<file path="src/rtl/cpwm_pkg.sv">
package cpwm_pkg;

   // register addresses
   localparam logic [2:0] ADDR_CTRL = 3'd0;
   localparam logic [2:0] ADDR_PSC  = 3'd1;
   localparam logic [2:0] ADDR_PER  = 3'd2;
   localparam logic [2:0] ADDR_CMP  = 3'd3;
   localparam logic [2:0] ADDR_CLR  = 3'd4;

   // flag positions
   localparam int NFLAG    = 3;
   localparam int FLG_PER  = 0;
   localparam int FLG_DUTY = 1;
   localparam int FLG_ADC  = 2;

   typedef enum logic [1:0] {
      TRIG_RISE = 2'd0,
      TRIG_FALL = 2'd1,
      TRIG_TOP  = 2'd2,
      TRIG_ZERO = 2'd3
   } trig_sel_e;

   // control word: div[8:6] trig[5:4] duty_up[3] per_top[2] center[1] run[0]
   typedef struct packed {
      logic [2:0] div;
      trig_sel_e  trig;
      logic       duty_up;
      logic       per_top;
      logic       center;
      logic       run;
   } ctrl_t;

   localparam int CTRL_W = $bits(ctrl_t);

   // divider code -> log2 of the division ratio
   function automatic int div_shift(input logic [2:0] code);
      case (code)
         3'd0:    return 1;
         3'd1:    return 2;
         3'd2:    return 3;
         3'd3:    return 4;
         default: return 0;
      endcase
   endfunction

endpackage

</file>
<file path="src/rtl/cpwm_tick_gen.sv">
module cpwm_tick_gen
   import cpwm_pkg::*;
#(
   parameter int PSC_W       = 8,
   parameter int MAX_SHIFT   = 4,
   parameter bit HAS_DIVIDER = 1'b1
) (
   input  logic             clk,
   input  logic             rst_n,
   input  logic             run,
   input  logic [PSC_W-1:0] psc,
   input  logic [2:0]       div_code,
   output logic             tick
);

   initial begin
      p_shift_room_r1: assert (MAX_SHIFT >= 4)
         else $error("divider needs at least 4 stages");
   end

   logic [PSC_W-1:0] pre_cnt;
   logic             pre_tick;

   assign pre_tick = run && (pre_cnt == psc);

   always_ff @(posedge clk or negedge rst_n) begin
      if (!rst_n)                pre_cnt <= '0;
      else if (!run || pre_tick) pre_cnt <= '0;
      else                       pre_cnt <= pre_cnt + PSC_W'(1);
   end

   generate
      if (HAS_DIVIDER) begin : g_div
         logic [MAX_SHIFT-1:0] div_cnt;
         logic [MAX_SHIFT-1:0] mask;
         int                   sh;

         always_comb begin
            sh = div_shift(div_code);
            for (int i = 0; i < MAX_SHIFT; i++) mask[i] = (i < sh);
         end

         always_ff @(posedge clk or negedge rst_n) begin
            if (!rst_n)        div_cnt <= '0;
            else if (!run)     div_cnt <= '0;
            else if (pre_tick) div_cnt <= div_cnt + MAX_SHIFT'(1);
         end

         assign tick = pre_tick && ((div_cnt & mask) == mask);
      end else begin : g_nodiv
         assign tick = pre_tick;
      end
   endgenerate

   // after a tick the prescaler restarts, so a tick on the next clock needs psc == 0
   p_tick_gap_r2: assert property (@(posedge clk) disable iff (!rst_n)
      tick |=> (!tick || psc == '0));

endmodule

</file>
<file path="src/rtl/cpwm_counter.sv">
module cpwm_counter #(
   parameter int CNT_W = 16
) (
   input  logic             clk,
   input  logic             rst_n,
   input  logic             run,
   input  logic             tick,
   input  logic             center_sh,
   input  logic [CNT_W-1:0] per_sh,
   input  logic [CNT_W-1:0] cmp_sh,
   output logic             pwm_raw,
   output logic             at_zero,
   output logic             at_top,
   output logic             duty_up_hit,
   output logic             duty_dn_hit
);

   logic [CNT_W-1:0] cnt;
   logic [CNT_W-1:0] per_a;
   logic [CNT_W-1:0] cmp_a;
   logic             center_a;
   logic             dir_up;
   logic             live;
   logic             cmp_eq;
   logic             going_up;

   assign live     = run && (per_a != '0);
   assign cmp_eq   = tick && live && (cnt == cmp_a);
   assign going_up = center_a && dir_up;

   assign pwm_raw     = live && (cnt <= cmp_a);
   assign at_zero     = tick && live && (cnt == '0);
   assign at_top      = tick && live && (cnt == per_a);
   assign duty_up_hit = cmp_eq && going_up;
   assign duty_dn_hit = cmp_eq && !going_up;

   always_ff @(posedge clk or negedge rst_n) begin
      if (!rst_n) begin
         cnt      <= '0;
         per_a    <= '0;
         cmp_a    <= '0;
         center_a <= 1'b0;
         dir_up   <= 1'b1;
      end else if (!run) begin
         cnt      <= '0;
         per_a    <= '0;
         cmp_a    <= '0;
         center_a <= 1'b0;
         dir_up   <= 1'b1;
      end else if (tick) begin
         if (cnt == '0) begin
            // period boundary: shadows become active
            per_a    <= per_sh;
            cmp_a    <= cmp_sh;
            center_a <= center_sh;
            dir_up   <= 1'b1;
            if (per_sh == '0)   cnt <= '0;
            else if (center_sh) cnt <= CNT_W'(1);
            else                cnt <= per_sh;
         end else if (going_up) begin
            if (cnt >= per_a) begin
               dir_up <= 1'b0;
               cnt    <= cnt - CNT_W'(1);
            end else begin
               cnt    <= cnt + CNT_W'(1);
            end
         end else begin
            cnt <= cnt - CNT_W'(1);
         end
      end
   end

   p_bound_r3: assert property (@(posedge clk) disable iff (!rst_n)
      (per_a != '0) |-> (cnt <= per_a));

   p_hold_r2: assert property (@(posedge clk) disable iff (!rst_n)
      (run && !tick) |=> $stable(cnt));

   p_idle_r11: assert property (@(posedge clk) disable iff (!rst_n)
      !run |=> (cnt == '0));

   p_step_r4: assert property (@(posedge clk) disable iff (!rst_n)
      (run && tick && center_a && cnt != '0) |=>
         (cnt == $past(cnt) + CNT_W'(1) || cnt == $past(cnt) - CNT_W'(1)));

   p_stopped_r6: assert property (@(posedge clk) disable iff (!rst_n)
      (per_a == '0) |=> (cnt == '0 || $past(tick)));

endmodule

</file>
<file path="src/rtl/cpwm_evt_flags.sv">
module cpwm_evt_flags
   import cpwm_pkg::*;
(
   input  logic             clk,
   input  logic             rst_n,
   input  logic             at_zero,
   input  logic             at_top,
   input  logic             duty_up_hit,
   input  logic             duty_dn_hit,
   input  logic             pwm_raw,
   input  logic             per_top_sel,
   input  logic             duty_up_sel,
   input  trig_sel_e        trig_sel,
   input  logic [NFLAG-1:0] clr,
   output logic [NFLAG-1:0] flags
);

   logic             pwm_prev;
   logic             rise;
   logic             fall;
   logic [NFLAG-1:0] set;

   assign rise = pwm_raw && !pwm_prev;
   assign fall = !pwm_raw && pwm_prev;

   always_comb begin
      set           = '0;
      set[FLG_PER]  = per_top_sel ? at_top : at_zero;
      set[FLG_DUTY] = duty_up_sel ? duty_up_hit : duty_dn_hit;
      case (trig_sel)
         TRIG_RISE: set[FLG_ADC] = rise;
         TRIG_FALL: set[FLG_ADC] = fall;
         TRIG_TOP:  set[FLG_ADC] = at_top;
         default:   set[FLG_ADC] = at_zero;
      endcase
   end

   always_ff @(posedge clk or negedge rst_n) begin
      if (!rst_n) begin
         pwm_prev <= 1'b0;
         flags    <= '0;
      end else begin
         pwm_prev <= pwm_raw;
         flags    <= (flags & ~clr) | set;
      end
   end

   p_sticky_r10: assert property (@(posedge clk) disable iff (!rst_n)
      1'b1 |=> ((flags & $past(flags & ~clr)) == $past(flags & ~clr)));

endmodule

</file>
<file path="src/rtl/cpwm_timebase.sv">
module cpwm_timebase
   import cpwm_pkg::*;
#(
   parameter int CNT_W       = 16,
   parameter int PSC_W       = 8,
   parameter bit HAS_DIVIDER = 1'b1
) (
   input  logic             clk,
   input  logic             rst_n,
   input  logic             wr_en,
   input  logic [2:0]       wr_addr,
   input  logic [CNT_W-1:0] wr_data,
   output logic             pwm_out,
   output logic [NFLAG-1:0] flags
);

   initial begin
      p_word_fits_r5: assert (CNT_W >= CTRL_W && CNT_W >= PSC_W)
         else $error("write word too narrow for control or prescaler");
   end

   ctrl_t            ctrl_q;
   logic [PSC_W-1:0] psc_q;
   logic [CNT_W-1:0] per_sh;
   logic [CNT_W-1:0] cmp_sh;
   logic [NFLAG-1:0] clr;
   logic             tick;
   logic             at_zero, at_top, duty_up_hit, duty_dn_hit;

   always_ff @(posedge clk or negedge rst_n) begin
      if (!rst_n) begin
         ctrl_q <= '0;
         psc_q  <= '0;
         per_sh <= '0;
         cmp_sh <= '0;
      end else if (wr_en) begin
         case (wr_addr)
            ADDR_CTRL: ctrl_q <= ctrl_t'(wr_data[CTRL_W-1:0]);
            ADDR_PSC:  psc_q  <= wr_data[PSC_W-1:0];
            ADDR_PER:  per_sh <= wr_data;
            ADDR_CMP:  cmp_sh <= wr_data;
            default:   ;
         endcase
      end
   end

   assign clr = (wr_en && wr_addr == ADDR_CLR) ? wr_data[NFLAG-1:0] : '0;

   cpwm_tick_gen #(
      .PSC_W      (PSC_W),
      .MAX_SHIFT  (4),
      .HAS_DIVIDER(HAS_DIVIDER)
   ) u_tick (
      .clk     (clk),
      .rst_n   (rst_n),
      .run     (ctrl_q.run),
      .psc     (psc_q),
      .div_code(ctrl_q.div),
      .tick    (tick)
   );

   cpwm_counter #(
      .CNT_W(CNT_W)
   ) u_cnt (
      .clk        (clk),
      .rst_n      (rst_n),
      .run        (ctrl_q.run),
      .tick       (tick),
      .center_sh  (ctrl_q.center),
      .per_sh     (per_sh),
      .cmp_sh     (cmp_sh),
      .pwm_raw    (pwm_out),
      .at_zero    (at_zero),
      .at_top     (at_top),
      .duty_up_hit(duty_up_hit),
      .duty_dn_hit(duty_dn_hit)
   );

   cpwm_evt_flags u_flags (
      .clk        (clk),
      .rst_n      (rst_n),
      .at_zero    (at_zero),
      .at_top     (at_top),
      .duty_up_hit(duty_up_hit),
      .duty_dn_hit(duty_dn_hit),
      .pwm_raw    (pwm_out),
      .per_top_sel(ctrl_q.per_top),
      .duty_up_sel(ctrl_q.duty_up),
      .trig_sel   (ctrl_q.trig),
      .clr        (clr),
      .flags      (flags)
   );

   p_idle_low_r11: assert property (@(posedge clk) disable iff (!rst_n)
      (!ctrl_q.run && !(wr_en && wr_addr == ADDR_CTRL)) |=> !pwm_out);

endmodule

</file>
<file path="config.mk">
export PLATFORM = sky130hd
export DESIGN_NAME = cpwm_timebase
export DESIGN_NICKNAME = d
export VERILOG_FILES = /design/src/rtl/cpwm_pkg.sv /design/src/rtl/cpwm_tick_gen.sv /design/src/rtl/cpwm_counter.sv /design/src/rtl/cpwm_evt_flags.sv /design/src/rtl/cpwm_timebase.sv
export SDC_FILE = /design/constraint.sdc
export NUM_CORES = 1
export LEC_CHECK = 0
export BUFFER_PORTS_ARGS = -buffer_cell sky130_fd_sc_hd__clkbuf_2
export CAP_MARGIN = 20
export CORE_UTILIZATION = 60
export DETAILED_ROUTE_END_ITERATION = 8
export GPL_ROUTABILITY_DRIVEN = 0
export PLACE_DENSITY = 0.78
export SLEW_MARGIN = 20
export SYNTH_ARGS = -nofsm -noshare
export SYNTH_HDL_FRONTEND = slang
export SYNTH_HIERARCHICAL = 1
export SYNTH_SLANG_ARGS = --single-unit
export TNS_END_PERCENT = 5
</file>
<file path="constraint.sdc">
create_clock -name clk -period 7 [get_ports clk]
set_input_delay 0.35 -clock clk [delete_from_list [all_inputs] [get_ports clk]]
set_output_delay 0.35 -clock clk [all_outputs]
set_load 0.05 [all_outputs]
</file>
* Yosys cells after proc, flatten, opt, wreduce, memory -nomap -nowiden
Index checks and enable logic that the tools add are counted.
Word-level totals: output and inout port bits 4, logic and storage cells 110, flip-flop bits (word level) 115
Operators by class: bitwise gates (word level) 4, reductions and logical operators 31, $add $sub $neg 4, mux-type cells 29, magnitude comparators 6, eq/ne operators 18
Operator list (count):
- $mux W16 | 13
- $eq A16 B16 Y1 | 2
- $logic_not A16 Y1 | 2
- $add A16 B1 Y16 const B | 1
- $ge A16 B16 Y1 | 1
- $le A16 B16 Y1 | 1
- $reduce_bool A16 Y1 | 1
- $sub A16 B1 Y16 const B | 1
- $logic_and A1 B1 Y1 | 14
- $eq A3 B2 Y1 const B | 4
- $pmux W3 S4 | 1
- $mux W1 | 10
- $reduce_and A2 Y1 | 5
- $add A8 B1 Y8 const B | 1
- $eq A8 B8 Y1 | 1
- $mux W4 | 2
- $mux W8 | 1
- $eq A3 B1 Y1 const B | 2
- $logic_not A3 Y1 | 2
- $lt A1 B3 Y1 const A | 2
- $lt A2 B3 Y1 const A | 2
- $ne A2 B1 Y1 const B | 3
- $ne A3 B1 Y1 const B | 2
- $add A4 B1 Y4 const B | 1
- 14 further kinds | 17

* Logic depth before layout (Yosys ltp)
Gate-level depths: netlist of the first run.
word-level depth 11, depth in mapped cells 12, depth with buffers taken out 12

* Cells and area by module
Netlist of the first run, hierarchy kept.
Modules (own cells, without submodules):
- cpwm_counter | times used 1, area each 3654.8 µm², cells an instance 386, seq. area each 1252.5 µm²
- cpwm_timebase | times used 1, area each 1891.8 µm², cells an instance 110, seq. area each 1226.2 µm²
- cpwm_tick_gen | times used 1, area each 671.9 µm², cells an instance 70, seq. area each 300.3 µm²
- cpwm_evt_flags | times used 1, area each 183.9 µm², cells an instance 17, seq. area each 100.1 µm²

* Worst setup path after synthesis of the first run
No wires, ideal clock.
path kind register to register, from register u_cnt.cnt[9], to register u_flags.flags[2], path slack 4088 ps, period minus slack after synthesis 2912 ps, data arrival time 2789 ps, cell stages (with the launch flop) 11, required time 6876 ps, setup time 124 ps, path through dfrtp_1 ha_1 a21o_1 a21o_1 a21oi_1 o211ai_1 a41o_1 a21oi_1 and3b_2 a21oi_1 o21ai_1
Between the ends: word-level cells in the longest chain between the ends 6, elaborated cells on any way between the ends 11, those cells by class order compare (1); eq/ne (1); mux (1); bitwise (1); reduce/logical (7)
RTL lines:
- start: declaration | RTL line cpwm_counter.sv:18 | logic [CNT_W-1:0] cnt;
- start signal: assignment | RTL line cpwm_counter.sv:59 | else cnt <= per_sh;
- start signal: assignment | RTL line cpwm_counter.sv:63 | cnt <= cnt - CNT_W'(1);
- start signal: assignment | RTL line cpwm_counter.sv:65 | cnt <= cnt + CNT_W'(1);
- $le A16 B16 Y1 (*) | RTL line cpwm_counter.sv:31 | assign pwm_raw = live && (cnt <= cmp_a);
- $logic_and A1 B1 Y1 (*) | RTL line cpwm_counter.sv:31
- named net pwm_out | RTL line cpwm_timebase.sv:13 | output logic pwm_out,
- $logic_not A1 Y1 | RTL line cpwm_evt_flags.sv:24 | assign fall = !pwm_raw && pwm_prev;
- $logic_and A1 B1 Y1 | RTL line cpwm_evt_flags.sv:24
- $pmux W1 S3 (*) | RTL line cpwm_evt_flags.sv:30 | case (trig_sel)
- $or A3 B3 Y3 (*) | RTL line cpwm_evt_flags.sv:44 | flags <= (flags & ~clr) | set;
- end signal: assignment | RTL line cpwm_evt_flags.sv:44
- end: declaration | RTL line cpwm_evt_flags.sv:15 | output logic [NFLAG-1:0] flags
The timed path passes the listed nets; every way through them passes the cells marked *. A chain may end at the register's enable or synchronous reset.

* Worst setup path in the final report of the first run
from register u_tick.pre_cnt[4], to register u_cnt.cnt[3]
Between the ends: word-level cells in the longest chain between the ends 4
RTL lines:
- start: declaration | RTL line cpwm_tick_gen.sv:21 | logic [PSC_W-1:0] pre_cnt;
- start signal: assignment | RTL line cpwm_tick_gen.sv:29 | else pre_cnt <= pre_cnt + PSC_W'(1);
- $eq A8 B8 Y1 | RTL line cpwm_tick_gen.sv:24 | assign pre_tick = run && (pre_cnt == psc);
- $logic_and A1 B1 Y1 | RTL line cpwm_tick_gen.sv:24
- $logic_and A1 B1 Y1 | RTL line cpwm_tick_gen.sv:49 | assign tick = pre_tick && ((div_cnt & mask) == mask);
- named net tick | RTL line cpwm_timebase.sv:27 | logic tick;
- $ne A2 B1 Y1 (no source line)
The timed path passes the listed nets, and every way through them passes these cells.

==> flow_summary.ini, run 1 <==
[critical_path]
critical-path-top-delay-family = simple AND/OR/NAND/NOR gates
worstSetupPathType = flip-flop to flip-flop
cp.required_ns = 7.43
cpMaxStageDelayCell = o211a_1
crit_buf_inv = 0
cp.arrival_ns = 3.76
path_cells = xnor2_1 > nand4_1 > nor2_1 > o211a_1 > nand2_1 > nor2_1 > nand2_1 > a31o_2 > a311oi_1
slowest_delay_ns = 0.69
cp_max_fo = 20
critPathCaptureType = flip-flop
start_kind = flip-flop

[global_route]
grt_pass1_vias = 4918
grt_first_pass_wirelength_microns = 24800
grt_max_degree = 60
grt_usage_pct = 29.49
grt_overflow_total = 0
antenna_found_initial = 0

[routing]
drc = 0
drtPass1Iterations = 5
first_iter_violations = 367
routed_wl_microns = 15230
antenna_left = 0
vias_per_cell = 6.440
dr_total_vias = 4875
wl_per_cell_microns = 20.12

[floorplan]
core_sq_mm = 0.01032
die_y_microns = 105.3
die_x_microns = 105.3
ioPinCount = 26
rows = 37
start_util_pct = 62.02
die-area_sq_mm = 0.01109

[cts]
root_buffer = clkbuf_8
clkTransAtPathRegs_ns = 0.06
worstSkewPairLatency_ns = 0.53
cts_setup_buffers = 0
clock-sinks = 115
clockBufferDepth = 2
h-tree-depth = 4
hold_buffers = 1
ctsResizeCount = 0
cts_tree = built
cts_inserted_buffers = 17

[timing]
period_share_pct = 47.57
rsz0062_at_grt = false
slew_viol_final = 0
slew_headroom_pct = 35.96
hold_ws_ns = 0.06764
fmax_mhz = 300.3
finalCriticalPeriod_ns = 3.330
tightest_slew_ns = 0.9582
clock_skew_ns = 0.006921
tns_ns = 0
hold_violations = 0
finalSetupViolations = 0

[power]
worst_ir_drop_vdd_mv = 0.2087
p_clk_share_pct = 44.8
internal_power_mw = 1.398
switchingPower_mw = 0.5094
total_power_mw = 1.907
leakage_nw = 3.312
p_seq_share_pct = 43.2
power_density_mw_per_mm2 = 266.7
power_frac_comb_pct = 12.1
sw_frac_of_total_pct = 26.71

[yosys]
synthArstFlopShare_pct = 100.0
synth_cell_type_count = 60
yosysWarnings = 6
synth.largest_area_cell = dfrtp_1
synth_commonest_cells = 114 x dfrtp_1, 49 x mux2_2, 41 x inv_1
synth_area_leaders = dfrtp_1 45%, mux2_2 8.6%, ha_1 7.2%
syn_area_per_cell_sq_um = 10.98
syn_nets = 642
yosysMostFrequentCell = dfrtp_1
ys_seq_elements = 115
synth_ff_type = dfrtp_1
postSynthCellCount = 583
synth_edf_count = 0
synth.yosys.seq_area_share_pct = 44.97
synth_top_area_share_pct = 44.56
netlist_area_sq_mm = 0.006402

[layout]
antenna_cells = 0
syn_to_final_growth_pct = 11.69
drive_gt1_share_pct = 24.15
layout.nets = 669

[place]
portBuffers = 25
dp_hpwl_microns = 10350

[outcome]
status = complete, no violations

[min_path]
hp-class = input port to flip-flop

[run]
drv_cap = 0
[power groups by stage]
stage	Clock [mW]	Combinational, mW	Sequential (mW)
final	0.854	0.230	0.824
after global routing	0.897	0.251	0.832
after CTS	0.868	0.230	0.821
after detailed placement	0	0.227	0.830
after global placement	0	0.217	0.825
after floorplan	0	0.162	0.814
[metal layers]
metal / part of all wire (%) / GRT usage, % / up-vias
met3: 6.9 / 7.978 / 49
li1: - / - / 2189
met4: 3.5 / 15.59 / 0
met1: 43 / 38.50 / 2402
met2: 47 / 44.92 / 235
met5: 0 / 0 / -
[cell usage in the layout (no fill, tap or decap), types with 3 or more instances in the layout]
cell type,instances
clkinv_4,3
and2_1,4
dfrtp_1,114
nand2_1,30
nor2_1,33
clkbuf_8,4
and4_1,3
o21ai_0,23
a21o_1,3
clkbuf_1,3
inv_1,41
clkbuf_2,24
a21boi_1,3
xnor2_1,15
mux2i_1,20
a21oi_1,27
mux2_2,49
nor4_1,12
a22o_2,30
a22o_1,3
or3_1,4
bufinv_16,3
nor3_1,8
ha_1,37
nand4_1,14
a22oi_1,7
nand3_1,19
nor2b_1,6
buf_4,3
xor2_1,7
nand2b_1,7
clkbuf_16,16
[flip-flops by register name (all words and copies together), names as in the netlist, 3 cells and up]
register / flops
psc_q: 8
u_cnt/cnt: 16
u_cnt/per_a: 16
u_cnt/cmp_a: 16
u_tick/g_div.div_cnt: 4
cmp_sh: 16
per_sh: 16
u_flags/flags: 3
ctrl_q: 9
u_tick/pre_cnt: 8
[worst register-to-register path: stages (launching register included)]
cell and delay [ns]:
dfrtp_1 0.42, xnor2_1 0.18, nand4_1 0.31, nor2_1 0.20
o211a_1 0.70, nand2_1 0.25, nor2_1 0.54, nand2_1 0.17
a31o_2 0.28, a311oi_1 0.19
[stage by stage]
stage | utilization (%) | std cells | instance area, sq um | setup slack (ns)
detailed placement | 63.28 | 724 | 6533 | 3.486
CTS | 69.01 | 755 | 7124 | 3.494
global route | 69.26 | 757 | 7151 | 3.416
global placement | 63.28 | 724 | 6533 | 3.654
finish | 69.26 | 757 | 7151 | 3.670
floorplan | - | 583 | 6402 | 4.088
[final timing paths]
kind	startpoint	end	slack [ns]	cells after the start
worst min-delay path	wr_data[11]	per_sh[11]	0.07	2
worst max register to register	u_tick/pre_cnt[4]	u_cnt/cnt[3]	3.67	9
max in group asynchronous	rst_n	per_sh[4]	5.37	3
min in group asynchronous	rst_n	u_cnt/cnt[12]	0.42	2
worst max-delay path	u_tick/pre_cnt[4]	u_cnt/cnt[3]	3.67	9
worst min register to register	u_cnt/dir_up	u_cnt/dir_up	0.47	2
[kinds of logic after synthesis]
family / after synthesis / share of synthesized area, %
XOR/XNOR: 22 / 3.010
AO/OA/AOI/OAI: 114 / 12.94
flip-flops: 115 / 44.97
buffers and inverters: 63 / 5.492
adder cells (fa/ha/maj): 37 / 7.231
multiplexers: 70 / 11.92
AND/OR/NAND/NOR: 162 / 14.44
[layout make-up]
cell class	count	area, sq um
multi-input cells	405	3188
repair buffers	30	177.7
clock buffers	22	452.9
inverters	41	153.9
well taps	136	170.2
flip-flops and latches	115	2879
clock inverters	8	128.9
fillers	730	3173
Note: power is estimated with default switching activity, not from simulation.
==> run 2: changes to the inputs <==
CORE_UTILIZATION = 56   (was 60)
PLACE_DENSITY = 0.76   (was 0.78)
clock period = 2.9 ns   (was 7 ns; I/O delays follow)
==> run 2 against run 1 <==
  * Routed wire length is 1.6% higher
  * Final area increased by 3.1%
  * First-iteration DRC count increased by 1.4%
  * Global-route usage decreased by 0.80 points
  * Via count increased by 0.29%
  * Sequential power up 140%
  * Clock power grew 140%
  * Die area increased by 7.0%
==> flow_summary.ini, run 2 (synthesized netlist as in run 1, its figures left out) <==
[cts]
clock-sinks = 115
worstSkewPairLatency_ns = 0.41
cts_setup_buffers = 0
h-tree-depth = 4
clockBufferDepth = 2
cts_tree = built
root_buffer = clkbuf_16
clkTransAtPathRegs_ns = 0.05
cts_inserted_buffers = 17

[floorplan]
ioPinCount = 26
core_sq_mm = 0.01098
die_x_microns = 108.9
rows = 38
start_util_pct = 58.29
die-area_sq_mm = 0.01186
die_y_microns = 108.9

[critical_path]
worstSetupPathType = flip-flop to output pin
cp.required_ns = 2.76
cp_max_fo = 7
start_kind = flip-flop
cp.arrival_ns = 2.63
critPathCaptureType = output pin

[routing]
drc = 0
routed_wl_microns = 15480
drtPass1Iterations = 7
wl_per_cell_microns = 19.76
antenna_left = 0
vias_per_cell = 6.244
first_iter_violations = 372
dr_total_vias = 4889

[power]
worst_ir_drop_vdd_mv = 0.5272
leakage_nw = 3.429
power_density_mw_per_mm2 = 626.3
total_power_mw = 4.616

[layout]
final_util_pct = 67.11
layout.nets = 690
final_cell_mix = 114 x dfrtp_1, 49 x mux2_2, 40 x inv_1
design_area_sq_mm = 0.007371
layout.cells.most_common = dfrtp_1
final_cells = 783
syn_to_final_growth_pct = 15.13
drive_gt1_share_pct = 26.28
antenna_cells = 0

[timing]
fmax_mhz = 360.6
period_share_pct = 95.62
finalSetupViolations = 0
tightest_slew_ns = 1.069
finalCriticalPeriod_ns = 2.773
slew_headroom_pct = 28.55
tns_ns = 0
fin_ws_ns = 0.1270
slew_viol_final = 0
clock_skew_ns = 0.006345
hold_violations = 0
rsz0062_at_grt = false
hold_ws_ns = 0.01398

[place]
dp_hpwl_microns = 10700
pre_cts_ws_ns = 0.2940
dp_cells = 745
place_area_sq_mm = 0.006706
portBuffers = 25

[run]
drv_cap = 0

[global_route]
grt_overflow_total = 0
grt_pass1_vias = 4865
grt_usage_pct = 28.68
grt_first_pass_wirelength_microns = 25090
grt_max_degree = 62
antenna_found_initial = 0

[outcome]
status = complete, no violations

[min_path]
hp-class = input port to flip-flop
-- run 2: cell count changes in the layout (fill, tap and decap cells not counted), sizes merged --
cell / change
clkbuf: -1
clkinvlp: +2
clkinv: -1
dlygate4sd3: +6
buf: +17
bufinv: -1
-- run 2: per-layer routing --
| metal | global-route usage [%] | share of wire, % | vias to the layer above |
|---|---|---|---|
| met5 | 0 | 0 | - |
| met4 | 14.00 | 3.2 | 0 |
| met3 | 8.787 | 7.9 | 47 |
| met2 | 43.35 | 46 | 199 |
| met1 | 37.43 | 43 | 2422 |
| li1 | - | - | 2221 |
-- run 2: cell type report --
| cell class | instances | area (sq um) |
|---|---|---|
| Clock inverter | 8 | 101.3 |
| Timing Repair Buffer | 51 | 377.9 |
| Fill cell | 793 | 3612 |
| Sequential cell | 115 | 2879 |
| Clock buffer | 23 | 488.0 |
| Tap cell | 140 | 175.2 |
| Multi-Input combinational cell | 405 | 3196 |
| Inverter | 41 | 153.9 |
-- run 2: path summary, 6_finish.rpt --
check	from	endpoint	slack, ns	cells after the start
max	u_cnt/cnt[9]	pwm_out	0.13	8
min	wr_data[8]	ctrl_q[8]	0.01	2
max reg2reg	u_cnt/cnt[6]	u_cnt/cnt[4]	0.17	8
min reg2reg	u_cnt/dir_up	u_cnt/dir_up	0.48	2
max in group asynchronous	rst_n	u_cnt/per_a[5]	1.76	3
min in group asynchronous	rst_n	u_cnt/cnt[14]	0.38	2
-- run 2: report_power, final --
group	internal (mW)	switching [mW]	leakage [nW]
Clock	1.35	0.697	0.281
Sequential	1.79	0.188	1.50
Combinational	0.261	0.339	1.65
Total	3.39	1.22	3.43
-- run 2: worst max-delay path, cell delays in order (launching register included) --
cell and delay [ns]:
dfrtp_1 0.48, ha_1 0.35, a21o_1 0.18, a21o_1 0.18
a21oi_1 0.16, o211ai_1 0.13, a41o_1 0.24, a21oi_2 0.20
buf_2 0.30
-- run 2: timing repair --
item	in CTS	in global routing
resized for setup	0	3
setup endpoints to repair	0	2
hold buffers	7	0
endpoints found under the hold margin	70	0
